File: config.mk
export PLATFORM = sky130hd
export DESIGN_NAME = step_atten_ctrl
export DESIGN_NICKNAME = d
export VERILOG_FILES = /design/src/rtl/atten_pkg.sv /design/src/rtl/atten_sync.sv /design/src/rtl/atten_edge.sv /design/src/rtl/atten_shift.sv /design/src/rtl/atten_pwrup.sv /design/src/rtl/step_atten_ctrl.sv
export SDC_FILE = /design/constraint.sdc
export NUM_CORES = 1
export LEC_CHECK = 0
export BUFFER_PORTS_ARGS = -buffer_cell sky130_fd_sc_hd__buf_2
export CORE_ASPECT_RATIO = 0.8
export CORE_MARGIN = 10
export CORE_UTILIZATION = 25
export CTS_CLUSTER_DIAMETER = 150
export DETAILED_ROUTE_END_ITERATION = 10
export GPL_ROUTABILITY_DRIVEN = 0
export GPL_TIMING_DRIVEN = 0
export SKIP_LAST_GASP = 1
export SLEW_MARGIN = 20
export SYNTH_ARGS = -nofsm -noshare
export SYNTH_HDL_FRONTEND = slang
export SYNTH_SLANG_ARGS = --single-unit
File: constraint.sdc
create_clock -name clk -period 1.7 [get_ports clk]
set_input_delay 0.255 -clock clk [delete_from_list [all_inputs] [get_ports clk]]
set_output_delay 0.255 -clock clk [all_outputs]
set_load 0.005 [all_outputs]
File: src/rtl/atten_pkg.sv
package atten_pkg;
  localparam int ATT_W     = 6;
  localparam int FULL_HALF = (1 << ATT_W) - 1;

  // convert an attenuation in half-dB units to the active-low control code
  function automatic logic [ATT_W-1:0] half_db_to_code(input int unsigned half_db);
    half_db_to_code = ATT_W'(FULL_HALF - half_db);
  endfunction

  // default state chosen by the two strap pins
  function automatic logic [ATT_W-1:0] strap_code(input logic sa, input logic sb);
    logic [ATT_W-1:0] code;
    unique case ({sb, sa})
      2'b00:   code = half_db_to_code(63);
      2'b01:   code = half_db_to_code(48);
      2'b10:   code = half_db_to_code(32);
      default: code = half_db_to_code(0);
    endcase
    return code;
  endfunction
endpackage

File: src/rtl/atten_sync.sv
module atten_sync #(
  parameter int W      = 1,
  parameter int STAGES = 2
) (
  input  logic         clk,
  input  logic         rst_n,
  input  logic [W-1:0] d_i,
  output logic [W-1:0] q_o
);
  logic [W-1:0] stage_q [STAGES];

  genvar s;
  generate
    for (s = 0; s < STAGES; s++) begin : g_stage
      if (s == 0) begin : g_first
        always_ff @(posedge clk or negedge rst_n) begin
          if (!rst_n) stage_q[0] <= '0;
          else        stage_q[0] <= d_i;
        end
      end else begin : g_next
        always_ff @(posedge clk or negedge rst_n) begin
          if (!rst_n) stage_q[s] <= '0;
          else        stage_q[s] <= stage_q[s-1];
        end
      end
    end
  endgenerate

  assign q_o = stage_q[STAGES-1];
endmodule

File: src/rtl/atten_edge.sv
module atten_edge (
  input  logic clk,
  input  logic rst_n,
  input  logic lvl_i,
  output logic rise_o
);
  logic prev_q;

  always_ff @(posedge clk or negedge rst_n) begin
    if (!rst_n) prev_q <= 1'b0;
    else        prev_q <= lvl_i;
  end

  assign rise_o = lvl_i & ~prev_q;
endmodule

File: src/rtl/atten_shift.sv
module atten_shift #(
  parameter int W = 6
) (
  input  logic         clk,
  input  logic         rst_n,
  input  logic         shift_en,
  input  logic         din,
  output logic [W-1:0] sr_o
);
  logic [W-1:0] sr_q, sr_d;

  always_comb begin
    sr_d = sr_q;
    if (shift_en) sr_d = {sr_q[W-2:0], din};
  end

  always_ff @(posedge clk or negedge rst_n) begin
    if (!rst_n) sr_q <= '0;
    else        sr_q <= sr_d;
  end

  assign sr_o = sr_q;
endmodule

File: src/rtl/atten_pwrup.sv
module atten_pwrup #(
  parameter int CYCLES = 1000
) (
  input  logic clk,
  input  logic rst_n,
  output logic expire_o,
  output logic done_o
);
  localparam int CW = $clog2(CYCLES + 1);
  localparam logic [CW-1:0] LAST = CW'(CYCLES - 1);

  logic [CW-1:0] cnt_q, cnt_d;
  logic          done_q, done_d;
  logic          expire;

  assign expire = !done_q && (cnt_q == LAST);

  always_comb begin
    cnt_d  = cnt_q;
    done_d = done_q;
    if (expire)       done_d = 1'b1;
    else if (!done_q) cnt_d  = cnt_q + 1'b1;
  end

  always_ff @(posedge clk or negedge rst_n) begin
    if (!rst_n) begin
      cnt_q  <= '0;
      done_q <= 1'b0;
    end else begin
      cnt_q  <= cnt_d;
      done_q <= done_d;
    end
  end

  assign expire_o = expire;
  assign done_o   = done_q;
endmodule

File: src/rtl/step_atten_ctrl.sv
module step_atten_ctrl #(
  parameter int SYNC_STAGES  = 2,
  parameter int PWRUP_CYCLES = 1000
) (
  input  logic                       clk,
  input  logic                       rst_n,
  input  logic                       mode_ser_i,
  input  logic                       sclk_i,
  input  logic                       sdata_i,
  input  logic                       latch_i,
  input  logic [atten_pkg::ATT_W-1:0] par_i,
  input  logic                       strap_a_i,
  input  logic                       strap_b_i,
  output logic [atten_pkg::ATT_W-1:0] ctl_n_o,
  output logic                       sdo_o
);
  import atten_pkg::*;

  localparam int NSYNC = ATT_W + 6;

  // reset: asynchronous assert, synchronous release
  logic rst_meta_q, rst_sync_n;
  always_ff @(posedge clk or negedge rst_n) begin
    if (!rst_n) begin
      rst_meta_q <= 1'b0;
      rst_sync_n <= 1'b0;
    end else begin
      rst_meta_q <= 1'b1;
      rst_sync_n <= rst_meta_q;
    end
  end

  // synchronize every pin
  logic [NSYNC-1:0] raw_in, syn_in;
  logic             sclk_s, sdata_s, latch_s, mode_s, sa_s, sb_s;
  logic [ATT_W-1:0] par_s;

  assign raw_in = {par_i, strap_b_i, strap_a_i, mode_ser_i, latch_i, sdata_i, sclk_i};

  atten_sync #(.W(NSYNC), .STAGES(SYNC_STAGES)) u_sync (
    .clk(clk), .rst_n(rst_sync_n), .d_i(raw_in), .q_o(syn_in)
  );

  assign {par_s, sb_s, sa_s, mode_s, latch_s, sdata_s, sclk_s} = syn_in;

  // edge detection
  logic sclk_rise, latch_rise;
  atten_edge u_sclk_edge (
    .clk(clk), .rst_n(rst_sync_n), .lvl_i(sclk_s), .rise_o(sclk_rise)
  );
  atten_edge u_latch_edge (
    .clk(clk), .rst_n(rst_sync_n), .lvl_i(latch_s), .rise_o(latch_rise)
  );

  // serial shift register, clock masked while latch is high
  logic             shift_en;
  logic [ATT_W-1:0] sr_q;
  assign shift_en = sclk_rise & ~latch_s;

  atten_shift #(.W(ATT_W)) u_shift (
    .clk(clk), .rst_n(rst_sync_n), .shift_en(shift_en), .din(sdata_s), .sr_o(sr_q)
  );

  // power-up timer
  logic pw_expire, pw_done;
  atten_pwrup #(.CYCLES(PWRUP_CYCLES)) u_pwrup (
    .clk(clk), .rst_n(rst_sync_n), .expire_o(pw_expire), .done_o(pw_done)
  );

  // control word register
  logic [ATT_W-1:0] word_q, word_d;

  always_comb begin
    word_d = word_q;
    if (!pw_done) begin
      if (pw_expire) word_d = latch_s ? par_s : strap_code(sa_s, sb_s);
    end else if (mode_s) begin
      if (latch_rise) word_d = sr_q;
    end else if (latch_s) begin
      word_d = par_s;
    end
  end

  always_ff @(posedge clk or negedge rst_sync_n) begin
    if (!rst_sync_n) word_q <= '0;
    else             word_q <= word_d;
  end

  assign ctl_n_o = word_q;
  assign sdo_o   = sr_q[ATT_W-1];
endmodule

=== After elaboration in Yosys (flattened, before gate mapping) ===
Index checks and enable logic that the tools add are counted.

* Bitwise operators: 8
* Multiplexer cells: 7
* Eq/ne operators: 5
* Add/subtract/negate cells: 1
* Reduce and logical (&&, ||, !) cells: 6

{| class="wikitable"
|+ Operators with widths
! cell !! count
|-
| 6-bit 2-to-1 mux || 6
|-
| 6-bit one-hot mux with 3 select lines || 1
|-
| 10-bit by 1-bit adder with 10-bit output, second input constant || 1
|-
| 10-bit equality test, second input constant || 1
|-
| 3-bit inequality test, second input constant || 2
|-
| 1-bit inverter || 5
|-
| 1-bit bitwise AND || 3
|-
| 3-bit AND reduction || 1
|-
| 2-bit by 1-bit equality test with 1-bit output, second input constant || 1
|-
| 2-bit equality test, second input constant || 1
|-
| 2-bit logical NOT || 1
|-
| 2-bit AND reduction || 1
|-
| 2-bit nonzero test || 1
|-
| 1-bit logical AND || 1
|-
| 1-bit logical NOT || 1
|}

* Input port bits: 14
* Word-level logic and storage cells: 37
* Register bits: 51
* Output and inout port bits: 7

=== Longest topological paths before layout ===
Gate-level depths: netlist of the first run.

* Word-level depth: 5
* Gate-level depth with buffers: 6
* Depth with buffers taken out: 5

=== Modules after synthesis ===
A second synthesis of the first run with hierarchy kept.

* Cell total of the unflattened synthesis: 149
* Area total of the unflattened synthesis: 2,085.8 µm²

{| class="wikitable"
|+ By module, submodules not included
! module !! times used !! area an instance (µm²) !! seq. area each (µm²) !! cells an instance
|-
| atten_sync || 1 || 690.7 || 600.6 || 36
|-
| step_atten_ctrl || 1 || 536.8 || 200.2 || 54
|-
| atten_pwrup || 1 || 529.3 || 275.3 || 42
|-
| atten_shift || 1 || 251.5 || 150.1 || 13
|-
| atten_edge || 2 || 38.8 || 25.0 || 2
|}

=== Least setup slack after synthesis of the first run ===
No wires, ideal clock.

* Path type: reg-to-reg
* From: reg u_pwrup.cnt_q[0]
* To: reg word_q[1], in the netlist ctl_n_o[1]
* Path buffers: 1
* Setup time: 0.118 ns
* Stages on the path, launching flop included: 7
* Slack: 0.205 ns
* Arrival: 1.377 ns
* Required time: 1.582 ns
* Period minus slack after synthesis: 1.495 ns
* Cells stage by stage: dfrtp_1 > ha_1 > and2b_1 > a32oi_2 > buf_6 > a221oi_2 > a21o_1

* Word-level cells in the longest chain between the ends: 4

{| class="wikitable"
|+ RTL lines
! what !! RTL line !! RTL
|-
| start: declaration || atten_pwrup.sv:12 || <nowiki>logic [CW-1:0] cnt_q, cnt_d;</nowiki>
|-
| start signal: assignment || atten_pwrup.sv:30 || <nowiki>cnt_q <= cnt_d;</nowiki>
|-
| 10-bit equality test || atten_pwrup.sv:16 || <nowiki>assign expire = !done_q && (cnt_q == LAST);</nowiki>
|-
| 1-bit logical AND || atten_pwrup.sv:16 ||
|-
| 2-bit nonzero test (no source line) || -- ||
|-
| 3-bit AND reduction (no source line) || -- ||
|-
| end signal: assignment || step_atten_ctrl.sv:86 || <nowiki>else word_q <= word_d;</nowiki>
|-
| end: declaration || step_atten_ctrl.sv:71 || <nowiki>logic [ATT_W-1:0] word_q, word_d;</nowiki>
|}

No other way between the ends.
A chain may end at the register's enable or synchronous reset.

=== Final worst setup path of the first run ===
Ends and elaborated chain as after synthesis.

==> results.sh, run 1 <==
export IMPL_num_antenna_cells=0
export IMPL_synth_top_area_share_pct=68.5
export IMPL_area_growth_pct=20.5
export IMPL_drc=0
export IMPL_firstDrtPassIters=4
export IMPL_clk_pin_slew_ps=90
export IMPL_ys_async_sr_fraction_pct=100
export IMPL_final_antenna_net_count=0
export IMPL_synth_largest_area_cell="dfrtp_1"
export IMPL_p_per_area_nw_per_um2=988
export IMPL_r2r_cells=6
export IMPL_yosysMostFrequentCell="dfrtp_1"
export IMPL_first_global_vias=1072
export IMPL_yosys_warnings=0
export IMPL_fp_row_count=28
export IMPL_wl_per_cell_um=12.3
export IMPL_timing_final_hold_violations=0
export IMPL_maxCapViolCount=0
export IMPL_ys_types=30
export IMPL_fin_tns_setup_ps=0
export IMPL_coreArea_um2=7320
export IMPL_irDropWorstVdd_uv=555
export IMPL_outcome="finished, final reports clean"
export IMPL_fmax_ghz=0.629
export IMPL_finalWirelength_um=3130
export IMPL_clockBufferDepth=2
export IMPL_end_kind="register"
export IMPL_cts_tree="done"
export IMPL_syn_area_um2=1860
export IMPL_ys_ff_latch=51
export IMPL_critPathKind="reg2reg"
export IMPL_yosys_top_cells_count="dfrtp_1, nand2_1, mux2_2, mux2i_1"
export IMPL_die_height_um=97.2
export IMPL_syn_inst=128
export IMPL_htree_levels=2
export IMPL_hpwlAfterDp_um=2300
export IMPL_crit_path_max_incr_delay_ps=410
export IMPL_synth_compound_area_share_pct=8.26
export IMPL_slew_violations=0
export IMPL_cts_buffers=5
export IMPL_synth_edff_count=0
export IMPL_hold_slack_ps=50.8
export IMPL_drive_above_1_share_pct=35.4
export IMPL_antenna_found_initial=0
export IMPL_via_per_inst=4.07
export IMPL_die_w_um=117
export IMPL_hold_path_class="in2reg"
export IMPL_synth_fp_nets=143
export IMPL_crit_path_max_fanout=7
export IMPL_grt_usage_pct=5.94
export IMPL_cts_sinks=51
export IMPL_startpoint_type="register"
export IMPL_p_leak_uw=0.00109
export IMPL_synth_simple_area_share_pct=8.93
export IMPL_synth_fa_ha_area_share_pct=0.672
export IMPL_post_place_ws_ps=50.0
export IMPL_grt_setup_unrepaired="false"
export IMPL_routed_via_count=1035
export IMPL_grt_max_degree=32
export IMPL_ios=21
export IMPL_synth_area_leaders="dfrtp_1, mux2_2, mux2i_1"
export IMPL_finalSetupViolations=0
export IMPL_synth_ff_type="dfrtp_1"
export IMPL_nNetsFinal=178
export IMPL_crit_arrival_ps=1790
export IMPL_cp_cell_sequence="ha_1 > and2b_2 > a32oi_2 > buf_6 > a221oi_2 > a21o_1"
export IMPL_cts_root_buf="clkbuf_8"
export IMPL_synthMuxAreaShare_pct=8.06
export IMPL_period_share_pct=93.5
export IMPL_skew_ps=4.18
export IMPL_io_buffers=20
export IMPL_overflow=0
export IMPL_total_power_uw=2220
export IMPL_worstSkewPairLatency_ps=300
export IMPL_required_ps=1900
export IMPL_hold_path_depth=1
export IMPL_cpMaxStageDelayCell="dfrtp_1"
export IMPL_ys_seq_area_share_pct=68.5
export IMPL_grt_pass1_wl_um=5350
export IMPL_avgSynthCellArea_um2=14.6
export IMPL_drt_iter0_markers=55
export IMPL_start_util_pct=25.4
export IMPL_synth_top_family_by_area="simple AND/OR/NAND/NOR gates"
export IMPL_die_area_um2=11300
export IMPL_post_route_min_period_ps=1590
export IMPL_synth_xor_area_share_pct=3.76
export IMPL_worst_slack_ps=111
## through the flow
step / instance area [um^2] / instances / utilization [%]
floorplan: 1860 / 128 / -
global placement: 2080 / 238 / 28.3
global route: 2240 / 254 / 30.7
detailed placement: 2100 / 239 / 28.6
CTS: 2200 / 248 / 30.0
finish: 2240 / 254 / 30.7
## report_power, final
group	switching (uW)	leakage, uW	total [uW]	internal (uW)
logic	64.1	0.000418	154	90.4
registers	63.3	0.000626	1370	1300
clock network	399	0.0000489	697	298
total	527	0.00109	2220	1690
## worst max-delay path: cells and delay by family (launching register included)
family / cells / cell delay [ps]
DFF: 1 / 410
AOI/OAI and AO/OA: 3 / 470
and+or+nand+nor: 1 / 210
adders and majority gates: 1 / 230
buffers and inverters: 1 / 160
## repair_timing
action / CTS / global route
gates resized for setup: 0 / 1
hold buffers: 1 / 0
setup endpoints to repair: 0 / 2
hold endpoints to repair: 2 / 0
buffers inserted: 0 / 6
## layer usage
metal	up-vias	wire (um)	global-route usage, %
met5	-	0	0
met1	493	1620	8.32
met4	0	49	2.88
met3	4	160	2.10
li1	513	-	-
met2	25	1290	7.78
## registers in the layout, indices dropped and copies added, names as in the netlist
name                 count
u_shift.sr_o             6
ctl_n_o                  6
rst_sync_n               1
u_sync.stage_q          12
u_latch_edge.prev_q      1
rst_meta_q               1
u_sclk_edge.prev_q       1
u_pwrup.cnt_q           10
u_pwrup.done_o           1
u_sync.q_o              12
## placed cells by master, fill, tap and decap left out, types with 4 or more instances in the layout
cell / count
o21ai_0: 5
xor2_1: 5
nor2_1: 5
mux2i_1: 6
a21o_1: 4
buf_2: 23
dfrtp_1: 50
clkbuf_8: 5
mux2_2: 8
buf_4: 6
nand2_1: 14
## area by class of cell
type	count	area, um^2
clock inverter	3	22.5
clock buffer	5	68.8
multi-input combinational	72	558
inverter	1	3.75
tap	90	113
fill	721	5080
timing repair buffer	28	175
buffer	4	26.3
sequential	51	1280
## kinds of logic (layout without fill, tap and decap cells)
| kind of cell | count (synthesis) | count (layout) |
|---|---|---|
| multiplexers | 14 | 14 |
| flip-flops | 51 | 51 |
| buffers and inverters | 5 | 41 |
| adder cells (fa/ha/maj) | 1 | 1 |
| other | 1 | 1 |
| AND/OR/NAND/NOR | 30 | 30 |
| AO/OA/AOI/OAI | 18 | 18 |
| XOR/XNOR | 8 | 8 |
## worst paths after layout
check	from	endpoint	slack (ps)
setup / recovery	u_pwrup.cnt_q[0]	ctl_n_o[1]	110
min in group asynchronous	rst_sync_n	u_pwrup.done_o	210
hold / removal	par_i[4]	u_sync.stage_q[22]	50
setup reg to reg	u_pwrup.cnt_q[0]	ctl_n_o[1]	110
hold reg to reg	rst_sync_n	u_pwrup.done_o	210
max in group asynchronous	rst_sync_n	ctl_n_o[2]	990
(Power assumes the default switching activity.)
==> inputs of run 2 (changes only) <==
==> constraint.sdc (replaced) <==
create_clock -name clk -period 1.4 [get_ports clk]
set_input_delay 0.21 -clock clk [delete_from_list [all_inputs] [get_ports clk]]
set_output_delay 0.21 -clock clk [all_outputs]
set_load 0.005 [all_outputs]
==> run 2 against run 1 <==
The run now ends with setup timing left; setup slack worse by 230 ps; clock skew up 3.0 ps; total power up 30%; hold slack worse by 35 ps; via count up 7.5%; cell count up 8.3%; combinational power up 36%; clock power up 43%; critical path type unchanged; highest routed layer unchanged.
==> results.sh, run 2 (synthesis gave the netlist of run 1 again) <==
export IMPL_antenna_found_initial=0
export IMPL_grt_pass1_wl_um=5430
export IMPL_seq_area_um2=1280
export IMPL_drc=0
export IMPL_hold_path_class="in2reg"
export IMPL_crit_arrival_ps=1710
export IMPL_routed_via_count=1113
export IMPL_fmax_ghz=0.658
export IMPL_required_ps=1590
export IMPL_die_height_um=97.2
export IMPL_ios=21
export IMPL_violations="setup timing"
export IMPL_fin_tns_setup_ps=-660
export IMPL_grt_max_degree=50
export IMPL_design_area_um2=2550
export IMPL_p_leak_uw=0.00121
export IMPL_critPathKind="reg2reg"
export IMPL_via_per_inst=4.05
export IMPL_firstDrtPassIters=4
export IMPL_layout_common_cells="dfrtp_1, buf_2, nand2_1"
export IMPL_nNetsFinal=199
export IMPL_maxCapViolCount=0
export IMPL_die_area_um2=11300
export IMPL_fin_util_pct=34.8
export IMPL_tightest_slew_ps=610
export IMPL_multiInputGateArea_um2=629
export IMPL_first_global_vias=1122
export IMPL_worstSkewPairLatency_ps=300
export IMPL_cts_root_buf="clkbuf_8"
export IMPL_dp_cells=238
export IMPL_post_route_min_period_ps=1520
export IMPL_crit_path_max_fanout=4
export IMPL_grt_setup_unrepaired="true"
export IMPL_finalSetupViolations=8
export IMPL_drive_above_1_share_pct=41.6
export IMPL_clk_pin_slew_ps=90
export IMPL_hpwlAfterDp_um=2160
export IMPL_end_kind="register"
export IMPL_outcome="finished, violations left"
export IMPL_area_growth_pct=36.8
export IMPL_overflow=0
export IMPL_fillCellCount=682
export IMPL_grt_usage_pct=6.08
export IMPL_period_share_pct=109
export IMPL_final_antenna_net_count=0
export IMPL_drt_iter0_markers=49
export IMPL_slew_violations=0
export IMPL_coreArea_um2=7320
export IMPL_startpoint_type="register"
export IMPL_timing_final_hold_violations=0
export IMPL_stdcell_count=275
export IMPL_final_common_cell="dfrtp_1"
export IMPL_p_per_area_nw_per_um2=1130
export IMPL_start_util_pct=25.4
export IMPL_num_antenna_cells=0
export IMPL_skew_ps=7.17
export IMPL_relSlewSlack_pct=59.3
export IMPL_total_power_uw=2880
export IMPL_die_w_um=117
export IMPL_cts_sinks=51
export IMPL_htree_levels=2
export IMPL_cts_buffers=5
export IMPL_placed_area_um2=2080
export IMPL_worst_slack_ps=-121
export IMPL_irDropWorstVdd_uv=949
export IMPL_finalWirelength_um=3460
export IMPL_fp_row_count=28
export IMPL_io_buffers=20
export IMPL_clockBufferDepth=2
export IMPL_wl_per_cell_um=12.6
export IMPL_cts_tree="done"
## run 2: power by group
group | switching [uW] | internal [uW] | total [uW]
Clock | 462 | 533 | 995
Sequential | 95.1 | 1580 | 1680
Combinational | 69.9 | 139 | 209
## run 2: what timing repair did
item                                    4_1_cts  5_1_grt
setup buffers                                 8        9
pin swaps                                     4        9
resized for setup                             8       17
gates cloned                                  1        0
endpoints found under the setup margin       14       16
hold buffers                                 12        0
endpoints found under the hold margin        13        0
## run 2: worst paths after layout
kind | start | cells after the start | to | slack, ps
max | u_pwrup.cnt_q[0] | 6 | ctl_n_o[2] | -120
max in group asynchronous | rst_sync_n | 0 | u_pwrup.cnt_q[2] | 600
min | par_i[3] | 1 | u_sync.stage_q[21] | 20
max reg2reg | u_pwrup.cnt_q[0] | 6 | ctl_n_o[2] | -120
min reg2reg | rst_sync_n | 0 | u_pwrup.done_o | 340
min in group asynchronous | rst_n | 2 | rst_sync_n | 210
## run 2: per-stage QoR
stage / setup WS (ps) / hold WS [ps]
2_1_floorplan: -86.2 / -85.6
3_3_place_gp: -202 / -4.38
3_5_place_dp: -208 / -1.46
4_1_cts: -136 / 1.80
5_1_grt: -168 / 2.52
6_report: -121 / 15.6
## run 2: worst max-delay path, cell delays in order (launching register included)
cell      delay, ps
dfrtp_1         400
ha_2            190
and2b_2         220
a32oi_4         250
buf_4           160
a221oi_1         40
a21o_1          170
## run 2: area by class of cell
class / count / share of cell area, %
sequential: 51 / 50.3
multi-input combinational: 72 / 24.7
timing repair buffer: 49 / 14.9
tap: 90 / 4.42
clock buffer: 6 / 2.85
clock inverter: 2 / 1.47
buffer: 4 / 1.28
inverter: 1 / 0.147
## run 2: metal layers
layer	share of wire [%]	GRT usage, %
met1	49	8.43
met2	44	8.08
met3	5.4	2.35
met4	1.1	2.59
met5	0	0
==> inputs of run 3 (changes only) <==
--- a/config.mk
+++ b/config.mk
@@ -5,6 +5,7 @@
 export SDC_FILE = /design/constraint.sdc
 export NUM_CORES = 1
 export LEC_CHECK = 0
+export ABC_AREA = 1
 export BUFFER_PORTS_ARGS = -buffer_cell sky130_fd_sc_hd__buf_2
 export CORE_ASPECT_RATIO = 0.8
 export CORE_MARGIN = 10
==> run 3 against run 2 <==
The flow now finishes without violations; sequential power is 4% lower; clock-buffer cell count did not move; clock skew is 5.6 ps higher; critical path depth increased by 2.
==> results.sh, run 3 <==
export IMPL_syn_inst=220
export IMPL_placed_area_um2=2280
export IMPL_required_ps=1590
export IMPL_synth_ff_type="dfrtp_1"
export IMPL_clk_pin_slew_ps=100
export IMPL_total_power_uw=2600
export IMPL_cts_root_buf="clkbuf_8"
export IMPL_ff2ff_setup_slack_ps=80
export IMPL_synth_edff_count=0
export IMPL_relSlewSlack_pct=59.6
export IMPL_maxCapViolCount=0
export IMPL_post_route_min_period_ps=1320
export IMPL_design_area_um2=2510
export IMPL_io_buffers=20
export IMPL_grt_setup_unrepaired="true"
export IMPL_rr_startpoint="u_pwrup.cnt_q[0]"
export IMPL_hold_end="u_sync.stage_q[22]"
export IMPL_routed_via_count=1468
export IMPL_cts_buffers=5
export IMPL_timing_critical_path_buf_inv=1
export IMPL_ys_async_sr_fraction_pct=100
export IMPL_synth_fp_nets=235
export IMPL_synth_largest_area_cell="dfrtp_1"
export IMPL_first_global_vias=1444
export IMPL_synth_top_area_share_pct=62.4
export IMPL_crit_path_max_incr_delay_ps=450
export IMPL_area_growth_pct=22.5
export IMPL_timing_final_hold_violations=0
export IMPL_layout_common_cells="nand2_1, dfrtp_1, buf_2"
export IMPL_crit_path_max_fanout=10
export IMPL_grt_pass1_wl_um=6760
export IMPL_fp_row_count=29
export IMPL_avgSynthCellArea_um2=9.30
export IMPL_fmax_ghz=0.755
export IMPL_ys_types=23
export IMPL_clockBufferDepth=2
export IMPL_antenna_found_initial=0
export IMPL_syn_area_um2=2050
export IMPL_wl_per_cell_um=10.2
export IMPL_startpoint_type="register"
export IMPL_drt_iter0_markers=122
export IMPL_die_w_um=121
export IMPL_period_share_pct=94.6
export IMPL_drc=0
export IMPL_grt_max_degree=50
export IMPL_crit_arrival_ps=1510
export IMPL_coreArea_um2=7950
export IMPL_overflow=0
export IMPL_end_kind="register"
export IMPL_ys_seq_area_share_pct=62.4
export IMPL_hpwlAfterDp_um=2700
export IMPL_grt_usage_pct=6.72
export IMPL_cp_cell_sequence="ha_4 > nand2_1 > nor2_2 > nand3_2 > nand2_4 > buf_8 > nand3_1 > nand2_1"
export IMPL_synth_area_leaders="dfrtp_1, nand2_1, inv_1"
export IMPL_drive_above_1_share_pct=18.5
export IMPL_path_common_cell="nand2_1"
export IMPL_start_util_pct=25.7
export IMPL_worstHoldStart="par_i[4]"
export IMPL_p_leak_uw=0.00123
export IMPL_finalSetupViolations=0
export IMPL_final_common_cell="nand2_1"
export IMPL_fillCellCount=810
export IMPL_cts_sinks=51
export IMPL_finalWirelength_um=3770
export IMPL_ios=21
export IMPL_p_per_area_nw_per_um2=1040
export IMPL_die_height_um=101
export IMPL_worstSkewPairLatency_ps=300
export IMPL_htree_levels=2
export IMPL_irDropWorstVdd_uv=754
export IMPL_ys_ff_latch=51
export IMPL_skew_ps=12.7
export IMPL_nNetsFinal=274
export IMPL_tightest_slew_ps=606
export IMPL_hold_path_depth=1
export IMPL_yosys_warnings=0
export IMPL_outcome="finished, final reports clean"
export IMPL_firstDrtPassIters=4
export IMPL_final_antenna_net_count=0
export IMPL_slew_violations=0
export IMPL_die_area_um2=12200
export IMPL_cpMaxStageDelayCell="dfrtp_2"
export IMPL_num_antenna_cells=0
export IMPL_cts_tree="done"
export IMPL_critPathKind="reg2reg"
export IMPL_hold_path_class="in2reg"
export IMPL_cp_top_family="flip-flops"
export IMPL_r2r_cells=8
export IMPL_r2r_end="ctl_n_o[1]"
export IMPL_yosysMostFrequentCell="nand2_1"
export IMPL_yosys_top_cells_count="nand2_1, dfrtp_1, inv_1, nand3_1, o21ai_0"
export IMPL_via_per_inst=3.99
## run 3: cell count changes after synthesis, moves of 6 or more
cell | before | now
nand2_1 | 14 | 82
inv_1 | 1 | 20
nand3_1 | 2 | 14
mux2_2 | 8 | 0
o21ai_0 | 5 | 13
mux2i_1 | 6 | 0
nor2_1 | 5 | 11
## run 3: logic make-up (layout without fill, tap and decap cells)
group | count (synthesis) | in the layout | synth area share (%)
XOR/XNOR | 4 | 4 | 1.71
AO/OA/AOI/OAI | 19 | 19 | 5.14
AND/OR/NAND/NOR | 118 | 118 | 24.6
adder cells (fa/ha/maj) | 1 | 1 | 0.612
buffers and inverters | 26 | 66 | 5.32
flip-flops | 51 | 51 | 62.4
other | 1 | 1 | 0.183
## run 3: routing by layer
metal	share of wire [%]	up-vias	routed length [um]	GRT usage, %
met5	0	-	0	0
met4	0.50	0	19	2.29
met3	5.4	2	204	2.35
met2	39	42	1480	8.77
met1	55	661	2070	9.82
li1	-	763	-	-
## run 3: repair_timing
item / 4_1_cts / 5_1_grt
endpoints found under the hold margin: 6 / 3
setup endpoints to repair: 14 / 16
hold buffers: 5 / 3
gates resized for setup: 3 / 3
pin swaps: 1 / 1
buffers inserted: 3 / 1
## run 3: area by class of cell
type	instances	area [um^2]	area share, %
Sequential cell	51	1280	51.1
Tap cell	108	135	5.39
Inverter	22	82.6	3.30
Clock inverter	2	16.3	0.649
Clock buffer	6	72.6	2.90
Buffer	4	30.0	1.20
Multi-Input combinational cell	143	678	27.1
Timing Repair Buffer	32	210	8.39
## run 3: worst reg2reg max path: cells and delay by family, from the launching register on
kind	cells	cell delay, ps
adder cells (fa/ha/maj)	1	180
flip-flops	1	450
buffers and inverters	1	150
AND/OR/NAND/NOR	6	430
## run 3: worst max-delay path by stage
| stage | endpoint | startpoint | cells after the start | slack [ps] |
|---|---|---|---|---|
| global placement | ctl_n_o[1] | u_pwrup.cnt_q[0] | 8 | -130 |
| CTS | ctl_n_o[1] | u_pwrup.cnt_q[0] | 8 | 20 |
| detailed placement | ctl_n_o[2] | u_pwrup.cnt_q[0] | 8 | -150 |
| global route | ctl_n_o[1] | u_pwrup.cnt_q[1] | 8 | -30 |
| floorplan | ctl_n_o[0] | u_pwrup.cnt_q[0] | 8 | 50 |
| finish | ctl_n_o[1] | u_pwrup.cnt_q[0] | 8 | 80 |
## run 3: per-stage QoR
step                      utilization [%]  hold WS, ps  std cells  setup WS [ps]  TNS, ps
after floorplan                         -        -85.6        220           45.9        0
after global placement               28.7        -3.54        348           -126    -1160
after detailed placement             28.7        -2.76        348           -150    -1550
after CTS                            30.8         3.93        364           15.5        0
after global routing                 31.5        0.561        368          -30.6    -82.3
final                                31.5         15.9        368           75.8        0
## run 3: power breakdown
part           internal [uW]  switching (uW)  total [uW]  leakage, uW
Sequential              1550            69.9        1620     0.000630
Combinational           71.9            65.2         137     0.000560
Clock                    360             480         839    0.0000418
Total                   1980             615        2600      0.00123
